$ cat config.mk
export PLATFORM = sky130hd
export DESIGN_NAME = sysctl_regs
export DESIGN_NICKNAME = d
export VERILOG_FILES = /design/src/rtl/sysctl_pkg.sv /design/src/rtl/sysctl_irq.sv /design/src/rtl/sysctl_gpio.sv /design/src/rtl/sysctl_store.sv /design/src/rtl/sysctl_regs.sv
export SDC_FILE = /design/constraint.sdc
export NUM_CORES = 1
export LEC_CHECK = 0
export BUFFER_PORTS_ARGS = -buffer_cell sky130_fd_sc_hd__clkbuf_2
export CORE_MARGIN = 2
export CORE_UTILIZATION = 35
export DETAILED_ROUTE_END_ITERATION = 16
export SETUP_SLACK_MARGIN = 0.2
export SLEW_MARGIN = 10
export SYNTH_ARGS = -nofsm -noshare
export SYNTH_HDL_FRONTEND = slang
export SYNTH_SLANG_ARGS = --single-unit
$ cat constraint.sdc
create_clock -name clk -period 6 [get_ports clk]
set_input_delay 1.2 -clock clk [delete_from_list [all_inputs] [get_ports clk]]
set_output_delay 1.2 -clock clk [all_outputs]
set_load 0.01 [all_outputs]
$ cat src/rtl/sysctl_pkg.sv
package sysctl_pkg;
  localparam int BYTE_W = 8;
  localparam int ADDR_W = 8;

  localparam logic [ADDR_W-1:0] OFS_REV_LO = 8'h08;
  localparam logic [ADDR_W-1:0] OFS_REV_HI = 8'h09;
  localparam logic [ADDR_W-1:0] OFS_STAT   = 8'h50;
  localparam logic [ADDR_W-1:0] OFS_MASK   = 8'h52;
  localparam logic [ADDR_W-1:0] OFS_ROUTE  = 8'h54;
  localparam logic [ADDR_W-1:0] OFS_GDATA  = 8'h78;
  localparam logic [ADDR_W-1:0] OFS_GOE    = 8'h7C;
  localparam logic [BYTE_W-1:0] REV_VALUE  = 8'd3;

  // Plain storage groups: base offset and byte count
  localparam int N_GRP = 16;
  localparam logic [ADDR_W-1:0] GRP_BASE [N_GRP] = '{
    8'h60, 8'h64, 8'h68, 8'h6C, 8'h70, 8'h80, 8'h84, 8'h88,
    8'h8C, 8'h90, 8'h94, 8'h98, 8'h9A, 8'h9C, 8'hE0, 8'hE4};
  localparam int GRP_LEN [N_GRP] = '{
    2, 3, 3, 3, 3, 3, 3, 3,
    2, 2, 2, 2, 2, 4, 1, 2};

  function automatic int grp_total();
    int s;
    s = 0;
    for (int g = 0; g < N_GRP; g++) s += GRP_LEN[g];
    return s;
  endfunction

  localparam int N_STORE = grp_total();

  function automatic logic store_hit(input logic [ADDR_W-1:0] a);
    logic h;
    h = 1'b0;
    for (int g = 0; g < N_GRP; g++)
      if (int'(a) >= int'(GRP_BASE[g]) && int'(a) < int'(GRP_BASE[g]) + GRP_LEN[g])
        h = 1'b1;
    return h;
  endfunction

  function automatic int store_slot(input logic [ADDR_W-1:0] a);
    int acc, idx;
    acc = 0;
    idx = 0;
    for (int g = 0; g < N_GRP; g++) begin
      if (int'(a) >= int'(GRP_BASE[g]) && int'(a) < int'(GRP_BASE[g]) + GRP_LEN[g])
        idx = acc + int'(a) - int'(GRP_BASE[g]);
      acc += GRP_LEN[g];
    end
    return idx;
  endfunction
endpackage

$ cat src/rtl/sysctl_irq.sv
module sysctl_irq
  import sysctl_pkg::*;
#(
  parameter int N_LINE = BYTE_W
) (
  input  logic              clk,
  input  logic              rst_n,
  input  logic              wr_i,
  input  logic [ADDR_W-1:0] addr_i,
  input  logic [BYTE_W-1:0] wdata_i,
  input  logic [N_LINE-1:0] line_i,
  output logic              hit_o,
  output logic [BYTE_W-1:0] rdata_o,
  output logic              irq_o
);
  logic [N_LINE-1:0] stat_q, mask_q, route_q, line_q;
  logic [N_LINE-1:0] stat_sw, delta, stat_d;

  always_comb begin
    stat_sw = (wr_i && addr_i == OFS_STAT) ? wdata_i[N_LINE-1:0] : stat_q;
    delta   = line_i ^ line_q;
    stat_d  = (stat_sw & ~delta) | (line_i & delta);
  end

  always_ff @(posedge clk) begin
    if (!rst_n) begin
      stat_q  <= '0;
      mask_q  <= '0;
      route_q <= '0;
      line_q  <= '0;
    end else begin
      stat_q <= stat_d;
      line_q <= line_i;
      if (wr_i && addr_i == OFS_MASK)  mask_q  <= wdata_i[N_LINE-1:0];
      if (wr_i && addr_i == OFS_ROUTE) route_q <= wdata_i[N_LINE-1:0];
    end
  end

  assign irq_o = |(stat_q & mask_q);

  always_comb begin
    hit_o   = 1'b1;
    rdata_o = '0;
    case (addr_i)
      OFS_STAT:  rdata_o = BYTE_W'(stat_q);
      OFS_MASK:  rdata_o = BYTE_W'(mask_q);
      OFS_ROUTE: rdata_o = BYTE_W'(route_q);
      default:   hit_o   = 1'b0;
    endcase
  end


  stat_follow_chk: assert property (@(posedge clk) disable iff (!rst_n)
    (line_i != line_q) |=> ((stat_q & $past(line_i ^ line_q)) == ($past(line_i) & $past(line_i ^ line_q))));


  mask_hold_chk: assert property (@(posedge clk) disable iff (!rst_n)
    !(wr_i && addr_i == OFS_MASK) |=> $stable(mask_q));
endmodule

$ cat src/rtl/sysctl_gpio.sv
module sysctl_gpio
  import sysctl_pkg::*;
#(
  parameter int N_PIN = 16,
  parameter int LANES = 3
) (
  input  logic              clk,
  input  logic              rst_n,
  input  logic              wr_i,
  input  logic [ADDR_W-1:0] addr_i,
  input  logic [BYTE_W-1:0] wdata_i,
  output logic              hit_o,
  output logic [BYTE_W-1:0] rdata_o,
  output logic [N_PIN-1:0]  level_o,
  output logic [N_PIN-1:0]  strobe_o
);
  localparam int REG_W = LANES * BYTE_W;

  logic [REG_W-1:0] data_q, oe_q, data_d, oe_d;
  logic [N_PIN-1:0] eff_d;

  for (genvar l = 0; l < LANES; l++) begin : g_lane
    localparam logic [ADDR_W-1:0] D_OFS = ADDR_W'(int'(OFS_GDATA) + l);
    localparam logic [ADDR_W-1:0] E_OFS = ADDR_W'(int'(OFS_GOE) + l);
    assign data_d[l*BYTE_W +: BYTE_W] = (wr_i && addr_i == D_OFS) ? wdata_i : data_q[l*BYTE_W +: BYTE_W];
    assign oe_d[l*BYTE_W +: BYTE_W]   = (wr_i && addr_i == E_OFS) ? wdata_i : oe_q[l*BYTE_W +: BYTE_W];
  end

  assign eff_d = data_d[N_PIN-1:0] & oe_d[N_PIN-1:0];

  always_ff @(posedge clk) begin
    if (!rst_n) begin
      data_q   <= '0;
      oe_q     <= '0;
      level_o  <= '0;
      strobe_o <= '0;
    end else begin
      data_q   <= data_d;
      oe_q     <= oe_d;
      level_o  <= eff_d;
      strobe_o <= eff_d ^ level_o;
    end
  end

  always_comb begin
    hit_o   = 1'b0;
    rdata_o = '0;
    for (int l = 0; l < LANES; l++) begin
      if (addr_i == ADDR_W'(int'(OFS_GDATA) + l)) begin
        hit_o   = 1'b1;
        rdata_o = data_q[l*BYTE_W +: BYTE_W];
      end
      if (addr_i == ADDR_W'(int'(OFS_GOE) + l)) begin
        hit_o   = 1'b1;
        rdata_o = oe_q[l*BYTE_W +: BYTE_W];
      end
    end
  end


  gpio_gate_chk: assert property (@(posedge clk) disable iff (!rst_n)
    (level_o & ~oe_q[N_PIN-1:0]) == '0);


  strobe_edge_chk: assert property (@(posedge clk) disable iff (!rst_n)
    ##1 strobe_o == (level_o ^ $past(level_o)));
endmodule

$ cat src/rtl/sysctl_store.sv
module sysctl_store
  import sysctl_pkg::*;
#(
  parameter int N_BYTE = N_STORE
) (
  input  logic              clk,
  input  logic              rst_n,
  input  logic              wr_i,
  input  logic [ADDR_W-1:0] addr_i,
  input  logic [BYTE_W-1:0] wdata_i,
  output logic              hit_o,
  output logic [BYTE_W-1:0] rdata_o
);
  localparam int IDX_W = $clog2(N_BYTE);

  logic [BYTE_W-1:0] mem_q [N_BYTE];
  logic [IDX_W-1:0]  sidx;

  assign hit_o = store_hit(addr_i);
  assign sidx  = IDX_W'(store_slot(addr_i));

  for (genvar i = 0; i < N_BYTE; i++) begin : g_byte
    always_ff @(posedge clk) begin
      if (!rst_n)                                       mem_q[i] <= '0;
      else if (wr_i && hit_o && sidx == IDX_W'(i))      mem_q[i] <= wdata_i;
    end
  end

  assign rdata_o = hit_o ? mem_q[sidx] : '0;
endmodule

$ cat src/rtl/sysctl_regs.sv
module sysctl_regs
  import sysctl_pkg::*;
#(
  parameter int N_IRQ  = 8,
  parameter int N_GPIO = 16,
  parameter int G_LANE = 3
) (
  input  logic              clk,
  input  logic              rst_n,
  input  logic              bus_en,
  input  logic              bus_we,
  input  logic [7:0]        bus_addr,
  input  logic [7:0]        bus_wdata,
  output logic [7:0]        bus_rdata,
  output logic              bus_err,
  input  logic [N_IRQ-1:0]  irq_lines,
  output logic              irq_o,
  output logic [N_GPIO-1:0] gpio_level,
  output logic [N_GPIO-1:0] gpio_strobe
);
  logic wr;
  logic irq_hit, gp_hit, st_hit, rev_hit, rw_hit, rd_hit;
  logic [BYTE_W-1:0] irq_rd, gp_rd, st_rd, rev_rd, rd_mux;

  assign wr = bus_en && bus_we;

  sysctl_irq #(.N_LINE(N_IRQ)) u_irq (
    .clk(clk), .rst_n(rst_n), .wr_i(wr), .addr_i(bus_addr), .wdata_i(bus_wdata),
    .line_i(irq_lines), .hit_o(irq_hit), .rdata_o(irq_rd), .irq_o(irq_o));

  sysctl_gpio #(.N_PIN(N_GPIO), .LANES(G_LANE)) u_gpio (
    .clk(clk), .rst_n(rst_n), .wr_i(wr), .addr_i(bus_addr), .wdata_i(bus_wdata),
    .hit_o(gp_hit), .rdata_o(gp_rd), .level_o(gpio_level), .strobe_o(gpio_strobe));

  sysctl_store u_store (
    .clk(clk), .rst_n(rst_n), .wr_i(wr), .addr_i(bus_addr), .wdata_i(bus_wdata),
    .hit_o(st_hit), .rdata_o(st_rd));

  always_comb begin
    rev_hit = 1'b1;
    rev_rd  = '0;
    case (bus_addr)
      OFS_REV_LO: rev_rd  = REV_VALUE;
      OFS_REV_HI: rev_rd  = '0;
      default:    rev_hit = 1'b0;
    endcase
  end

  assign rw_hit = irq_hit | gp_hit | st_hit;
  assign rd_hit = rw_hit | rev_hit;
  assign rd_mux = irq_rd | gp_rd | st_rd | rev_rd;

  always_ff @(posedge clk) begin
    if (!rst_n) begin
      bus_rdata <= '0;
      bus_err   <= 1'b0;
    end else begin
      bus_err <= bus_en && (bus_we ? !rw_hit : !rd_hit);
      if (bus_en && !bus_we) bus_rdata <= rd_hit ? rd_mux : '0;
    end
  end


  err_rdata_chk: assert property (@(posedge clk) disable iff (!rst_n)
    (bus_en && !bus_we && !rd_hit) |=> (bus_err && bus_rdata == '0));
endmodule

==> impl_metrics.toml <==
[routing]
ant_nets = 0
firstDrtPassIters = 7
wl_per_cell_um = 22.4
vias_per_cell = 5.60
drt-initial-drc-count = 1883
num_vias = 17826
drt_wl_total_mm = 71.5
drc = 0

[floorplanning]
die-area_um2 = 67200
core_um2 = 64500
die_w_um = 259
io_pins = 70
die_h_um = 259
rows = 93
start_util = 0.354

[pwr]
p_int_mw = 5.23
p_seq_frac = 0.482
clockPowerShare = 0.392
power.static_leakage_nw = 9.21
vdd_drop_max_mv = 0.223
totalPowerFinal_mw = 7.14
p_sw_frac = 0.267
p_per_area_nw_per_um2 = 279
p_sw_mw = 1.91
combPwrFrac = 0.126

[global_routing]
grt_pass1_wl_mm = 108
grt_max_degree = 95
track_usage = 0.210
grt.overflow.total = 0
antenna_found_initial = 1
grt_pass1_vias = 17358

[logic_synthesis]
synth-main-ff-cell = "edfxtp_1"
ys_types = 98
ys_seq_area_frac = 0.527
synth_top_area_frac = 0.421
yosys_register_bits = 441
yosysWarnings = 0
synth_area_leaders = "edfxtp_1 (42%), dfxtp_1 (11%), and2_1 (9.0%), nand2_1 (6.2%), mux2i_1 (3.8%)"
synth.largest_area_cell = "edfxtp_1"
async_reset_ff_frac = 0
synth_fp_nets = 2290
syn_area_per_cell_um2 = 10.2
synth-edff-count = 320
syn_inst = 2247
synthesis.area_um2 = 22800

[clock_network]
h-tree-depth = 2
cts.sinks = 441
clock_latency_ns = 0.60
cts.path.max_buffers = 3
numCtsBuffers = 47
post_cts_buffers = 0
cts_resized = 0
cts_tree = "yes"
holdBufCountCts = 0
cts_root_buffer = "clkbuf_16"
clk_pin_slew_ns = 0.06

[place]
dpl-instance-area_um2 = 24100
hpwl_mm = 48.2
portBuffers = 69
pre_cts_ws_ns = 0.520
gp_congestion = 0.949

[cells_and_area]
nNetsFinal = 2338
nFillCells = 6284
syn2layout_area_growth_pct = 12.2
stdcell_area_um2 = 25600
drive_above_1_share = 0.137
layout_commonest_cell = "nand2_1"
final_cell_mix = "nand2_1 (374), and2_1 (327), edfxtp_1 (320), nand3_1 (128), dfxtp_1 (121)"

[timing]
finalClockSkew_ns = 0.0151
post-route-period-util = 0.822
setup_slack_ns = 1.07
grt_setup_unrepaired = "no"
fin_crit_ns = 4.93
tightest_slew_ns = 1.15
slew_headroom = 0.222
setup_viol_count_final = 0
tns_ns = 0
maxSlewViolCount = 0
hold_viol_final = 0
clock.fmax_mhz = 203

[run]
max_cap_viol_count = 0

[hold_path]
min-delay-path-class = "reg -> reg"

[setup_path]
cp.required_ns = 6.54
arrival_ns = 5.47
start_kind = "primary input"
critical_path_class = "in -> reg"
critPathCaptureType = "register"
max_stage_delay_ns = 0.64
cp_common_cell = "a41oi_1"
crit_chain = "clkbuf_2 > inv_1 > ha_1 > a21bo_1 > o211a_2 > nor3_2 > a21o_4 > buf_4 > nand2_1 > a41oi_1 > o211ai_1 > a41oi_1 > a21o_1"
crit_slowest_cell = "a21o_4"
critPathMaxFanout = 43

[run_status]
status = "completed"
[final timing paths]
| check | startpoint | endpoint | slack [ns] | cells past startpoint |
|---|---|---|---|---|
| max reg2reg | u_store.mem_q[18][0] | bus_rdata[0] | 3.98 | 7 |
| max | bus_addr[2] | bus_rdata[0] | 1.07 | 13 |
| min | u_gpio.oe_q[18] | u_gpio.oe_q[18] | 0.46 | 2 |
| min reg2reg | u_gpio.oe_q[18] | u_gpio.oe_q[18] | 0.46 | 2 |
[worst max-delay path, delay by kind of cell]
family | cells | cell delay, ns
AO/OA/AOI/OAI | 7 | 2.51
buffers and inverters | 3 | 0.85
adder cells (fa/ha/maj) | 1 | 0.31
AND/OR/NAND/NOR | 2 | 0.57
[stage by stage]
| step | hold WS [ns] | cells | util |
|---|---|---|---|
| global route | 0.475 | 3185 | 0.397 |
| floorplan | 0.436 | 2247 | - |
| CTS | 0.457 | 3185 | 0.397 |
| global placement | 0.442 | 3101 | 0.375 |
| finish | 0.456 | 3186 | 0.397 |
| detailed placement | 0.449 | 3101 | 0.375 |
[cell type report]
class | count | area, um^2 | area share
well taps | 855 | 1070 | 0.0418
diodes | 1 | 2.50 | 0.0000978
flip-flops and latches | 441 | 12000 | 0.470
clock inverters | 18 | 134 | 0.00523
multi-input cells | 1620 | 9880 | 0.386
inverters | 20 | 76.3 | 0.00298
clock buffers | 66 | 1310 | 0.0512
repair buffers | 165 | 1090 | 0.0426
[power by group through the flow]
| stage | sequential (mW) | clock (mW) | combinational, mW |
|---|---|---|---|
| 2_1_floorplan | 3.48 | 0 | 0.590 |
| 3_3_place_gp | 3.50 | 0 | 0.880 |
| 3_5_place_dp | 3.50 | 0 | 0.887 |
| 4_1_cts | 3.44 | 2.83 | 0.889 |
| 5_1_grt | 3.45 | 2.94 | 0.963 |
| 6_report | 3.44 | 2.80 | 0.901 |
[Yosys cell counts, drive strengths merged, types with 20 or more instances]
cell type and instances:
o21ai 76, nor2 134, buf 73, clkbuf 93
a21oi 90, a22oi 23, nand4 20, nand3 134
edfxtp 320, xnor2 23, nand2 379, and2 329
mux2i 86, nor3 38, inv 20, dfxtp 121
o22ai 21
[kinds of logic after synthesis]
logic type,synth area share
fa+ha+maj,0.0117
xor+xnor,0.00998
mux,0.0446
flops,0.527
buf+inv,0.0398
compound gates,0.126
simple gates,0.241
[state kept, by name, summed over array words and instances, names as in the netlist, named ones only]
signal / cells
u_irq.line_q: 8
u_store.mem_q: 320
bus_err: 1
u_gpio.strobe_o: 16
u_gpio.level_o: 16
bus_rdata: 8
u_irq.route_q: 8
u_gpio.oe_q: 24
u_gpio.data_q: 24
u_irq.mask_q: 8
[routing by layer]
layer | track usage | vias up | wire length (um)
met5 | 0 | - | 0
met2 | 0.336 | 855 | 33600
met1 | 0.285 | 8685 | 29600
li1 | - | 8150 | -
met3 | 0.0332 | 136 | 5890
met4 | 0.0808 | 0 | 2380
Note: power is estimated with default switching activity, not from simulation.
